<file path="config.mk">
export PLATFORM = sky130hd
export DESIGN_NAME = xbar_phase_ctrl
export DESIGN_NICKNAME = d
export VERILOG_FILES = /design/src/rtl/xbar_pkg.sv /design/src/rtl/xbar_phase_gen.sv /design/src/rtl/xbar_cmd_seq.sv /design/src/rtl/xbar_shadow.sv /design/src/rtl/xbar_phase_ctrl.sv
export SDC_FILE = /design/constraint.sdc
export NUM_CORES = 1
export LEC_CHECK = 0
export BUFFER_PORTS_ARGS = -buffer_cell sky130_fd_sc_hd__buf_2
export CAP_MARGIN = 20
export CORE_MARGIN = 4
export CORE_UTILIZATION = 53
export DETAILED_ROUTE_END_ITERATION = 7
export PLACE_DENSITY = 0.79
export SETUP_SLACK_MARGIN = 0.4
export SLEW_MARGIN = 40
export SYNTH_ARGS = -nofsm -noshare
export SYNTH_HDL_FRONTEND = slang
export SYNTH_SLANG_ARGS = --single-unit
</file>
<file path="constraint.sdc">
create_clock -name clk -period 4.97 [get_ports clk]
set_clock_uncertainty 0.1 [all_clocks]
set_input_delay 0.7455 -clock clk [delete_from_list [all_inputs] [get_ports clk]]
set_output_delay 0.7455 -clock clk [all_outputs]
set_load 0.02 [all_outputs]
</file>
<file path="src/rtl/xbar_pkg.sv">
// Shared definitions for the crosspoint array controller.
// Assumes the operation field is two bits wide.
package xbar_pkg;
    typedef enum logic [1:0] {
        OP_IDLE  = 2'b00,
        OP_CONN  = 2'b01,
        OP_DISC  = 2'b10,
        OP_WIPE  = 2'b11
    } xbar_op_e;

    localparam int PHASES = 4;
endpackage

</file>
<file path="src/rtl/xbar_phase_gen.sv">
// Free-running four-phase slot counter.
// Outputs the phase number plus the derived strobe-window and last-phase enables.
// Assumes a synchronous active-low reset that returns the counter to phase 0.
module xbar_phase_gen
    import xbar_pkg::*;
#(
    parameter int PH_W = 2
) (
    input  logic            clk,
    input  logic            rst_n,
    output logic [PH_W-1:0] phase,
    output logic            en_strobe,
    output logic            en_last
);
    localparam int NPH = 1 << PH_W;

    logic [NPH-1:0] ph_en;

    // Advance the phase counter every clock.
    always_ff @(posedge clk) begin
        if (!rst_n) phase <= '0;
        else        phase <= phase + 1'b1;
    end

    // One-hot decode of the phase number.
    for (genvar p = 0; p < NPH; p++) begin : g_dec
        assign ph_en[p] = (phase == PH_W'(p));
    end

    // Strobe window covers the two middle phases; last phase closes the slot.
    always_comb begin
        en_strobe = ph_en[1] | ph_en[2];
        en_last   = ph_en[NPH-1];
    end
endmodule

</file>
<file path="src/rtl/xbar_cmd_seq.sv">
// Captures one command per slot and shapes the device pins across its phases.
// Assumes en_last is high in exactly one clock of every slot; the command is
// sampled on the edge that ends that clock, so it is held for a whole slot.
module xbar_cmd_seq
    import xbar_pkg::*;
#(
    parameter int ROW_W     = 4,
    parameter int COL_W     = 4,
    parameter int DEV_SEL_W = 1
) (
    input  logic                          clk,
    input  logic                          rst_n,
    input  logic                          en_strobe,
    input  logic                          en_last,
    input  logic [1:0]                    op,
    input  logic [ROW_W-1:0]              row,
    input  logic [COL_W-1:0]              col,
    output logic [ROW_W-DEV_SEL_W+COL_W-1:0] dev_addr,
    output logic                          dev_data,
    output logic [(1<<DEV_SEL_W)-1:0]     dev_cs,
    output logic [(1<<DEV_SEL_W)-1:0]     dev_strobe,
    output logic                          dev_reset,
    output logic                          done,
    output logic                          upd_wipe,
    output logic                          upd_level,
    output logic [ROW_W+COL_W-1:0]        upd_idx
);
    localparam int DEV_N     = 1 << DEV_SEL_W;
    localparam int LOC_ROW_W = ROW_W - DEV_SEL_W;

    logic             busy;
    xbar_op_e         op_q;
    logic [ROW_W-1:0] row_q;
    logic [COL_W-1:0] col_q;
    logic             is_wr;
    logic [DEV_SEL_W-1:0] dsel;

    // Latch the command at the slot boundary; idle leaves the slot empty.
    always_ff @(posedge clk) begin
        if (!rst_n) begin
            busy  <= 1'b0;
            op_q  <= OP_IDLE;
            row_q <= '0;
            col_q <= '0;
        end else if (en_last) begin
            busy  <= (xbar_op_e'(op) != OP_IDLE);
            op_q  <= xbar_op_e'(op);
            row_q <= row;
            col_q <= col;
        end
    end

    // Shared pin levels held constant for the whole slot.
    always_comb begin
        is_wr     = busy && (op_q == OP_CONN || op_q == OP_DISC);
        dsel      = row_q[ROW_W-1 -: DEV_SEL_W];
        dev_addr  = is_wr ? {row_q[LOC_ROW_W-1:0], col_q} : '0;
        dev_data  = is_wr && (op_q == OP_CONN);
        dev_reset = busy && (op_q == OP_WIPE);
        done      = busy && en_last;
    end

    // Per-device select and strobe.
    for (genvar d = 0; d < DEV_N; d++) begin : g_dev
        assign dev_cs[d]     = is_wr && (dsel == DEV_SEL_W'(d));
        assign dev_strobe[d] = dev_cs[d] && en_strobe;
    end

    // Shadow update request, valid together with done.
    always_comb begin
        upd_wipe  = (op_q == OP_WIPE);
        upd_level = (op_q == OP_CONN);
        upd_idx   = {row_q, col_q};
    end
endmodule

</file>
<file path="src/rtl/xbar_shadow.sv">
// Readable copy of the write-only crosspoint array.
// Assumes commit pulses once per completed slot, with idx, level and wipe valid.
module xbar_shadow #(
    parameter int IDX_W = 8
) (
    input  logic                 clk,
    input  logic                 rst_n,
    input  logic                 commit,
    input  logic                 wipe,
    input  logic                 level,
    input  logic [IDX_W-1:0]     idx,
    output logic [(1<<IDX_W)-1:0] state
);
    // Apply a completed connect, disconnect or wipe to the stored copy.
    always_ff @(posedge clk) begin
        if (!rst_n)       state <= '0;
        else if (commit) begin
            if (wipe)     state <= '0;
            else          state[idx] <= level;
        end
    end
endmodule

</file>
<file path="src/rtl/xbar_phase_ctrl.sv">
// Top of the phased crosspoint array controller.
// Splits time into four-phase slots, runs one command per slot on the external
// write-only switch devices and mirrors the array state in a shadow register.
// Assumes the sequencer presents commands while phase_o shows the last phase.
module xbar_phase_ctrl
    import xbar_pkg::*;
#(
    parameter int ROW_W     = 4,
    parameter int COL_W     = 4,
    parameter int DEV_SEL_W = 1
) (
    input  logic                                clk,
    input  logic                                rst_n,
    input  logic [1:0]                          cmd_op,
    input  logic [ROW_W-1:0]                    cmd_row,
    input  logic [COL_W-1:0]                    cmd_col,
    output logic [1:0]                          phase_o,
    output logic [ROW_W-DEV_SEL_W+COL_W-1:0]    dev_addr,
    output logic                                dev_data,
    output logic [(1<<DEV_SEL_W)-1:0]           dev_cs,
    output logic [(1<<DEV_SEL_W)-1:0]           dev_strobe,
    output logic                                dev_reset,
    output logic                                cmd_done,
    output logic [(1<<(ROW_W+COL_W))-1:0]       shadow
);
    localparam int IDX_W = ROW_W + COL_W;

    logic             en_strobe;
    logic             en_last;
    logic             upd_wipe;
    logic             upd_level;
    logic [IDX_W-1:0] upd_idx;

    xbar_phase_gen #(.PH_W(2)) u_phase (
        .clk       (clk),
        .rst_n     (rst_n),
        .phase     (phase_o),
        .en_strobe (en_strobe),
        .en_last   (en_last)
    );

    xbar_cmd_seq #(
        .ROW_W     (ROW_W),
        .COL_W     (COL_W),
        .DEV_SEL_W (DEV_SEL_W)
    ) u_seq (
        .clk        (clk),
        .rst_n      (rst_n),
        .en_strobe  (en_strobe),
        .en_last    (en_last),
        .op         (cmd_op),
        .row        (cmd_row),
        .col        (cmd_col),
        .dev_addr   (dev_addr),
        .dev_data   (dev_data),
        .dev_cs     (dev_cs),
        .dev_strobe (dev_strobe),
        .dev_reset  (dev_reset),
        .done       (cmd_done),
        .upd_wipe   (upd_wipe),
        .upd_level  (upd_level),
        .upd_idx    (upd_idx)
    );

    xbar_shadow #(.IDX_W(IDX_W)) u_shadow (
        .clk    (clk),
        .rst_n  (rst_n),
        .commit (cmd_done),
        .wipe   (upd_wipe),
        .level  (upd_level),
        .idx    (upd_idx),
        .state  (shadow)
    );
endmodule

</file>
==> results.toml, run 1 <==
[run_status]
status = "completed"

[synth]
syn_area_mm2 = 0.0117
synth_fa_ha_area_share_pct = 0.322
synthSimpleGateAreaFrac_pct = 26.7
synth_ff_type = "dfxtp_1"
synthCells = 1231
synth_top_family_by_area = "simple AND/OR/NAND/NOR gates"
synth-compound-area-share_pct = 17.4
synth_common_cells = "dfxtp_1 (269), nand3_1 (256), o22ai_1 (144), nor3_1 (140), a32o_1 (112)"
synth_warnings = 0
synth_edf_count = 0
yosysMostFrequentCell = "dfxtp_1"
muxShareOfSynthArea_pct = 0.859
synth.net_count = 1246
synth_area_per_cell_um2 = 9.47
ys_async_sr_fraction_pct = 0
synth_top_area_cell = "dfxtp_1"
synth_top_cell_area_share_pct = 46.2
yosysSeqAreaShare_pct = 46.2
ys_ff_latch = 269
yosysUniqueCellTypes = 42
synth.area.top_cells = "dfxtp_1 (46%), nand3_1 (11%), a32o_1 (9.6%)"
synth-xor-area-share_pct = 0

[floorplanning]
num_io_pins = 284
core_mm2 = 0.0214
die_h_um = 156
num_rows = 53
start_util_pct = 54.6
die_w_um = 156
die_area_mm2 = 0.0244

[drt]
wl_per_cell_um = 22.0
drt-initial-drc-count = 1290
dr.pass1.iters = 6
vias_per_cell = 6.66
routed_wl_um = 36800
num_vias = 11100
drc_errors = 0
drtAntennaViolNets = 0

[layout]
fin_util_pct = 63.6
area_growth_pct = 16.5
nFillCells = 1768
layout-drive-gt1-share_pct = 28.6
fin_nets = 1388
diodes = 0

[power_and_ir_drop]
power_leakage_uw = 0.00533
powerDensity_mw_per_mm2 = 319
ir_worst_vdd_mv = 0.252

[worst_setup_path]
cp_data_required_time_ns = 4.12
worst_path_dominant_cell_family = "simple AND/OR/NAND/NOR gates"
rr_worst_depth = 4
rr_startpoint = "u_seq.busy"
slowest_stage = "dfxtp_1"
max_stage_delay_ns = 0.75
cp_data_arrival_time_ns = 2.22
path_buf_inv = 1
endpoint_kind = "output pin"
critPathMaxFanout = 14
reg2reg_to = "u_shadow.state[72]"
cp_cell_sequence = "nor2b_1 > and3_1 > buf_2"
regToRegSetupSlack_ns = 1.98
crit_path_start_kind = "flip-flop"
crit_type = "flip-flop to output pin"

[clock_tree]
ctsResizeCount = 0
cts.sinks = 269
cts-htree-levels = 1
numCtsBuffers = 27
ctsLongestPathBuffers = 3
postCtsHoldBufs = 0
cts_root_buf = "clkbuf_16"
cts_setup_buffers = 0
clkLatencyLatePin_ns = 0.53
tritoncts = "done"
path_clk_slew_ns = 0.06

[hold_path]
worstHoldPathType = "flip-flop to flip-flop"
whs_endpoint = "u_phase.phase[0]"
holdPathStages = 1
min_from = "u_phase.phase[0]"

[placed_design]
gp_congestion = 0.797
dpl.hpwl_um = 22800
portBuffers = 283
dp_slack_ns = 2.01

[timing]
finalCritPeriodShare_pct = 61.7
max_freq_mhz = 326
worstMarginPinSlew_ns = 0.852
min_period_ns = 3.07
hold_viol_final = 0
worst_slack_ns = 1.90
setup_viol = 0
slew_violations = 0
rsz0062_at_grt = "false"
tns_ns = 0
relSlewSlack_pct = 43.0

[global_route]
grt_usage_pct = 28.0
antenna_found_initial = 0
gr-total-overflow = 0
grt_start_max_net_pins = 111
grt_pass1_wl_um = 55900
grt_pass1_vias = 9890

[job]
maxCapViolations = 0
## placed cells by master (no fill, tap or decap), drive strengths merged, types with 2 or more instances in the layout
| cell | instances |
|---|---|
| nand2 | 2 |
| or4b | 4 |
| a32o | 112 |
| and2b | 2 |
| and4 | 5 |
| nor2b | 15 |
| nand3 | 257 |
| mux2i | 10 |
| nand4bb | 6 |
| buf | 303 |
| dfxtp | 269 |
| nor4b | 5 |
| nand4b | 7 |
| clkinv | 2 |
| and2 | 15 |
| clkbuf | 44 |
| ha | 3 |
| nand2b | 2 |
| inv | 4 |
| nand4 | 11 |
| nor2 | 3 |
| and4b | 7 |
| and4bb | 7 |
| o22ai | 144 |
| nor4 | 4 |
| nor3 | 144 |
## power by group
part	internal (µW)	switching (µW)	total [µW]
Combinational	33.9	114	148
Sequential	2160	9.50	2170
Clock	1170	844	2020
Total	3370	967	4340
## cell type report
cell class | count | area [µm²] | share of cell area [%]
timing repair buffer | 303 | 1590 | 11.7
inverter | 2 | 7.51 | 0.0553
clock inverter | 5 | 57.6 | 0.424
tap | 275 | 344 | 2.53
clock buffer | 44 | 820 | 6.04
multi-input combinational | 770 | 5370 | 39.6
sequential | 269 | 5390 | 39.7
## per-stage QoR
step	power, µW	std cells	hold slack (ns)	instance area (µm²)
after detailed placement	2360	1616	0.357	12700
after CTS	4340	1665	0.362	13500
after global placement	2350	1612	0.351	12600
after global routing	4440	1668	0.379	13600
after floorplan	2330	1231	0.409	11700
final	4340	1668	0.361	13600
## flip-flops by register name, indices dropped and copies added (netlist names)
| register | count |
|---|---|
| u_shadow.state | 256 |
| u_seq.col_q | 4 |
| u_seq.row_q | 4 |
| u_phase.phase | 2 |
| u_seq.op_q | 2 |
| u_seq.busy | 1 |
## worst max path at each step
| stage | startpoint | endpoint | cells after the start |
|---|---|---|---|
| floorplan | u_phase.phase[0] | cmd_done | 4 |
| global placement | rst_n | u_shadow.state[104] | 4 |
| detailed placement | u_phase.phase[0] | u_shadow.state[107] | 6 |
| CTS | u_seq.busy | dev_strobe[1] | 3 |
| global route | u_seq.busy | dev_strobe[0] | 4 |
| finish | u_seq.busy | dev_strobe[1] | 3 |
## routing by layer
metal / track usage [%] / routed length (µm) / vias to the layer above
met2: 43.9 / 17100 / 677
met1: 38.8 / 14400 / 5323
met3: 4.29 / 3800 / 92
li1: - / - / 5020
met4: 11.2 / 1490 / 0
met5: 0 / 0 / -
## worst reg2reg max path, cell delays in order (launching register included)
cell,delay (ns)
dfxtp_1,0.75
nand3_4,0.78
and2_4,0.66
buf_12,0.30
a32o_1,0.30
## kinds of logic (layout without fill, tap and decap cells)
logic type               after synthesis  in the layout
adder cells (fa/ha/maj)                3              3
AND/OR/NAND/NOR                      499            499
buffers and inverters                192            354
multiplexers                          10             10
flip-flops                           269            269
AO/OA/AOI/OAI                        258            258
No activity file was read; power rests on OpenSTA's default activity.
==> run 2, diff against run 1 <==
CORE_UTILIZATION = 48   (was 53)
PLACE_DENSITY = 0.76   (was 0.79)
clock period = 2.7 ns   (was 4.97 ns; I/O delays follow)
==> run 2 against run 1 <==
  * Setup slack got worse by 1.5 ns
  * Global-route usage decreased by 2.1 points
  * Sequential power increased by 84%
  * Die area increased by 9.9%
  * Combinational power increased by 97%
  * Sequential cell count unchanged
  * Register-to-register slack got worse by 1.5 ns
  * Count of clock-buffer cells in the layout decreased by 10
  * Critical path type unchanged
  * Largest cell class unchanged
==> results.toml, run 2 (synthesized netlist as in run 1, its figures left out) <==
[run_status]
status = "completed"

[timing]
slew_violations = 0
relSlewSlack_pct = 45.1
rsz0062_at_grt = "false"
finalCritPeriodShare_pct = 83.3
worst_slack_ns = 0.451
worstMarginPinSlew_ns = 0.819
min_period_ns = 2.25
tns_ns = 0
hold_viol_final = 0
setup_viol = 0
max_freq_mhz = 445

[drt]
vias_per_cell = 6.34
wl_per_cell_um = 21.5
routed_wl_um = 37500
dr.pass1.iters = 5
num_vias = 11100
drt-initial-drc-count = 1386
drtAntennaViolNets = 0
drc_errors = 0

[worst_setup_path]
cp_data_required_time_ns = 2.19
crit_type = "flip-flop to output pin"
cp_data_arrival_time_ns = 1.74
crit_path_start_kind = "flip-flop"
critPathMaxFanout = 6
endpoint_kind = "output pin"

[global_route]
antenna_found_initial = 0
grt_start_max_net_pins = 145
grt_pass1_vias = 10000
grt_pass1_wl_um = 56700
grt_usage_pct = 25.9
gr-total-overflow = 0

[clock_tree]
cts_setup_buffers = 0
clkLatencyLatePin_ns = 0.53
tritoncts = "done"
cts_root_buf = "clkbuf_16"
ctsLongestPathBuffers = 3
cts-htree-levels = 1
numCtsBuffers = 28
path_clk_slew_ns = 0.06
cts.sinks = 269

[layout]
fin_nets = 1421
layout_common_cells = "buf_2 (281), dfxtp_1 (266), nand3_1 (256), o22ai_1 (144), nor3_1 (140)"
layout-drive-gt1-share_pct = 30.2
reg_top3 = "u_shadow.state: 256 flops, u_seq.col_q: 4 flops, u_seq.row_q: 4 flops"
mostFrequentLayoutCell = "buf_2"
largest_register = "u_shadow.state"
area_growth_pct = 20.2
largest_reg_flops = 256

[job]
maxCapViolations = 0

[power_and_ir_drop]
intPower_uw = 6530
p_clk_share_pct = 48.6
pwr-share-comb_pct = 3.5
power_leakage_uw = 0.00551
ir_worst_vdd_mv = 0.427
power.net_switching_uw = 1810
switching_share_pct = 21.7
powerDensity_mw_per_mm2 = 596
seqPwrFrac_pct = 47.9

[placed_design]
dp_slack_ns = 0.506
gp_congestion = 0.815
dpl.hpwl_um = 23700
portBuffers = 283

[floorplanning]
num_io_pins = 284
die_area_mm2 = 0.0268
start_util_pct = 49.2
num_rows = 56
core_mm2 = 0.0237
die_w_um = 164
die_h_um = 164

[hold_path]
worstHoldPathType = "input pin to flip-flop"
[run 2: cell types whose count changed in the layout (fill, tap and decap cells not counted), sizes merged]
cell,previous run,this run
inv,4,2
clkbuf,44,34
clkinvlp,0,2
buf,303,334
nor2b,15,16
clkinv,2,6
bufinv,1,5
diode,0,1
[run 2: cell type report]
cell class / instances / area, µm²
timing repair buffer: 334 / 1890
multi-input combinational: 771 / 5360
tap: 319 / 399
clock buffer: 34 / 764
clock inverter: 13 / 195
inverter: 2 / 7.51
fill: 2056 / 9680
antenna: 1 / 2.50
sequential: 269 / 5390
[run 2: stage by stage]
| stage | hold WS, ns | total power [µW] | instances | instance area [µm²] | utilization, % |
|---|---|---|---|---|---|
| finish | 0.0288 | 8340 | 1743 | 14000 | 59.1 |
| global route | 0.0257 | 8550 | 1742 | 14000 | 59.1 |
| CTS | 0.0100 | 8380 | 1742 | 14000 | 59.0 |
| detailed placement | 0.351 | 4360 | 1694 | 13000 | 54.8 |
| global placement | 0.329 | 4350 | 1692 | 12900 | 54.7 |
| floorplan | 0.409 | 4300 | 1231 | 11700 | - |
[run 2: layer usage]
metal  track usage [%]  part of all wire, %  vias up
met2              41.9                   48      565
met5                 0                    0        -
met3              4.62                  9.1       73
met4              7.47                  2.5        0
met1              35.7                   41     5331
li1                  -                    -     5082
[run 2: power groups by stage]
stage	Combinational, µW	Clock [µW]	Sequential [µW]
2_1_floorplan	222	0	4080
6_report	291	4050	4000
3_5_place_dp	278	0	4080
4_1_cts	283	4100	4000
3_3_place_gp	270	0	4080
5_1_grt	310	4240	4000
[run 2: path summary, 6_finish.rpt]
path / from / end / slack [ns] / cells past startpoint
setup reg to reg: u_seq.row_q[1] / u_shadow.state[45] / 0.51 / 3
hold reg to reg: u_shadow.state[194] / u_shadow.state[194] / 0.36 / 2
setup / recovery: u_seq.op_q[1] / dev_addr[3] / 0.45 / 5
hold / removal: cmd_col[1] / u_seq.col_q[1] / 0.03 / 3
[run 2: worst max-delay path: stages, from the launching register on]
cell and delay, ns:
dfxtp_1 0.36, inv_1 0.08, ha_4 0.24, nor2b_4 0.17, and2_1 0.18, buf_2 0.17
[run 2: repair_timing]
action,CTS,global route
endpoints found under the hold margin,0,0
setup endpoints to repair,13,36
gates cloned,1,0
hold buffers,0,0
gates resized for setup,7,6
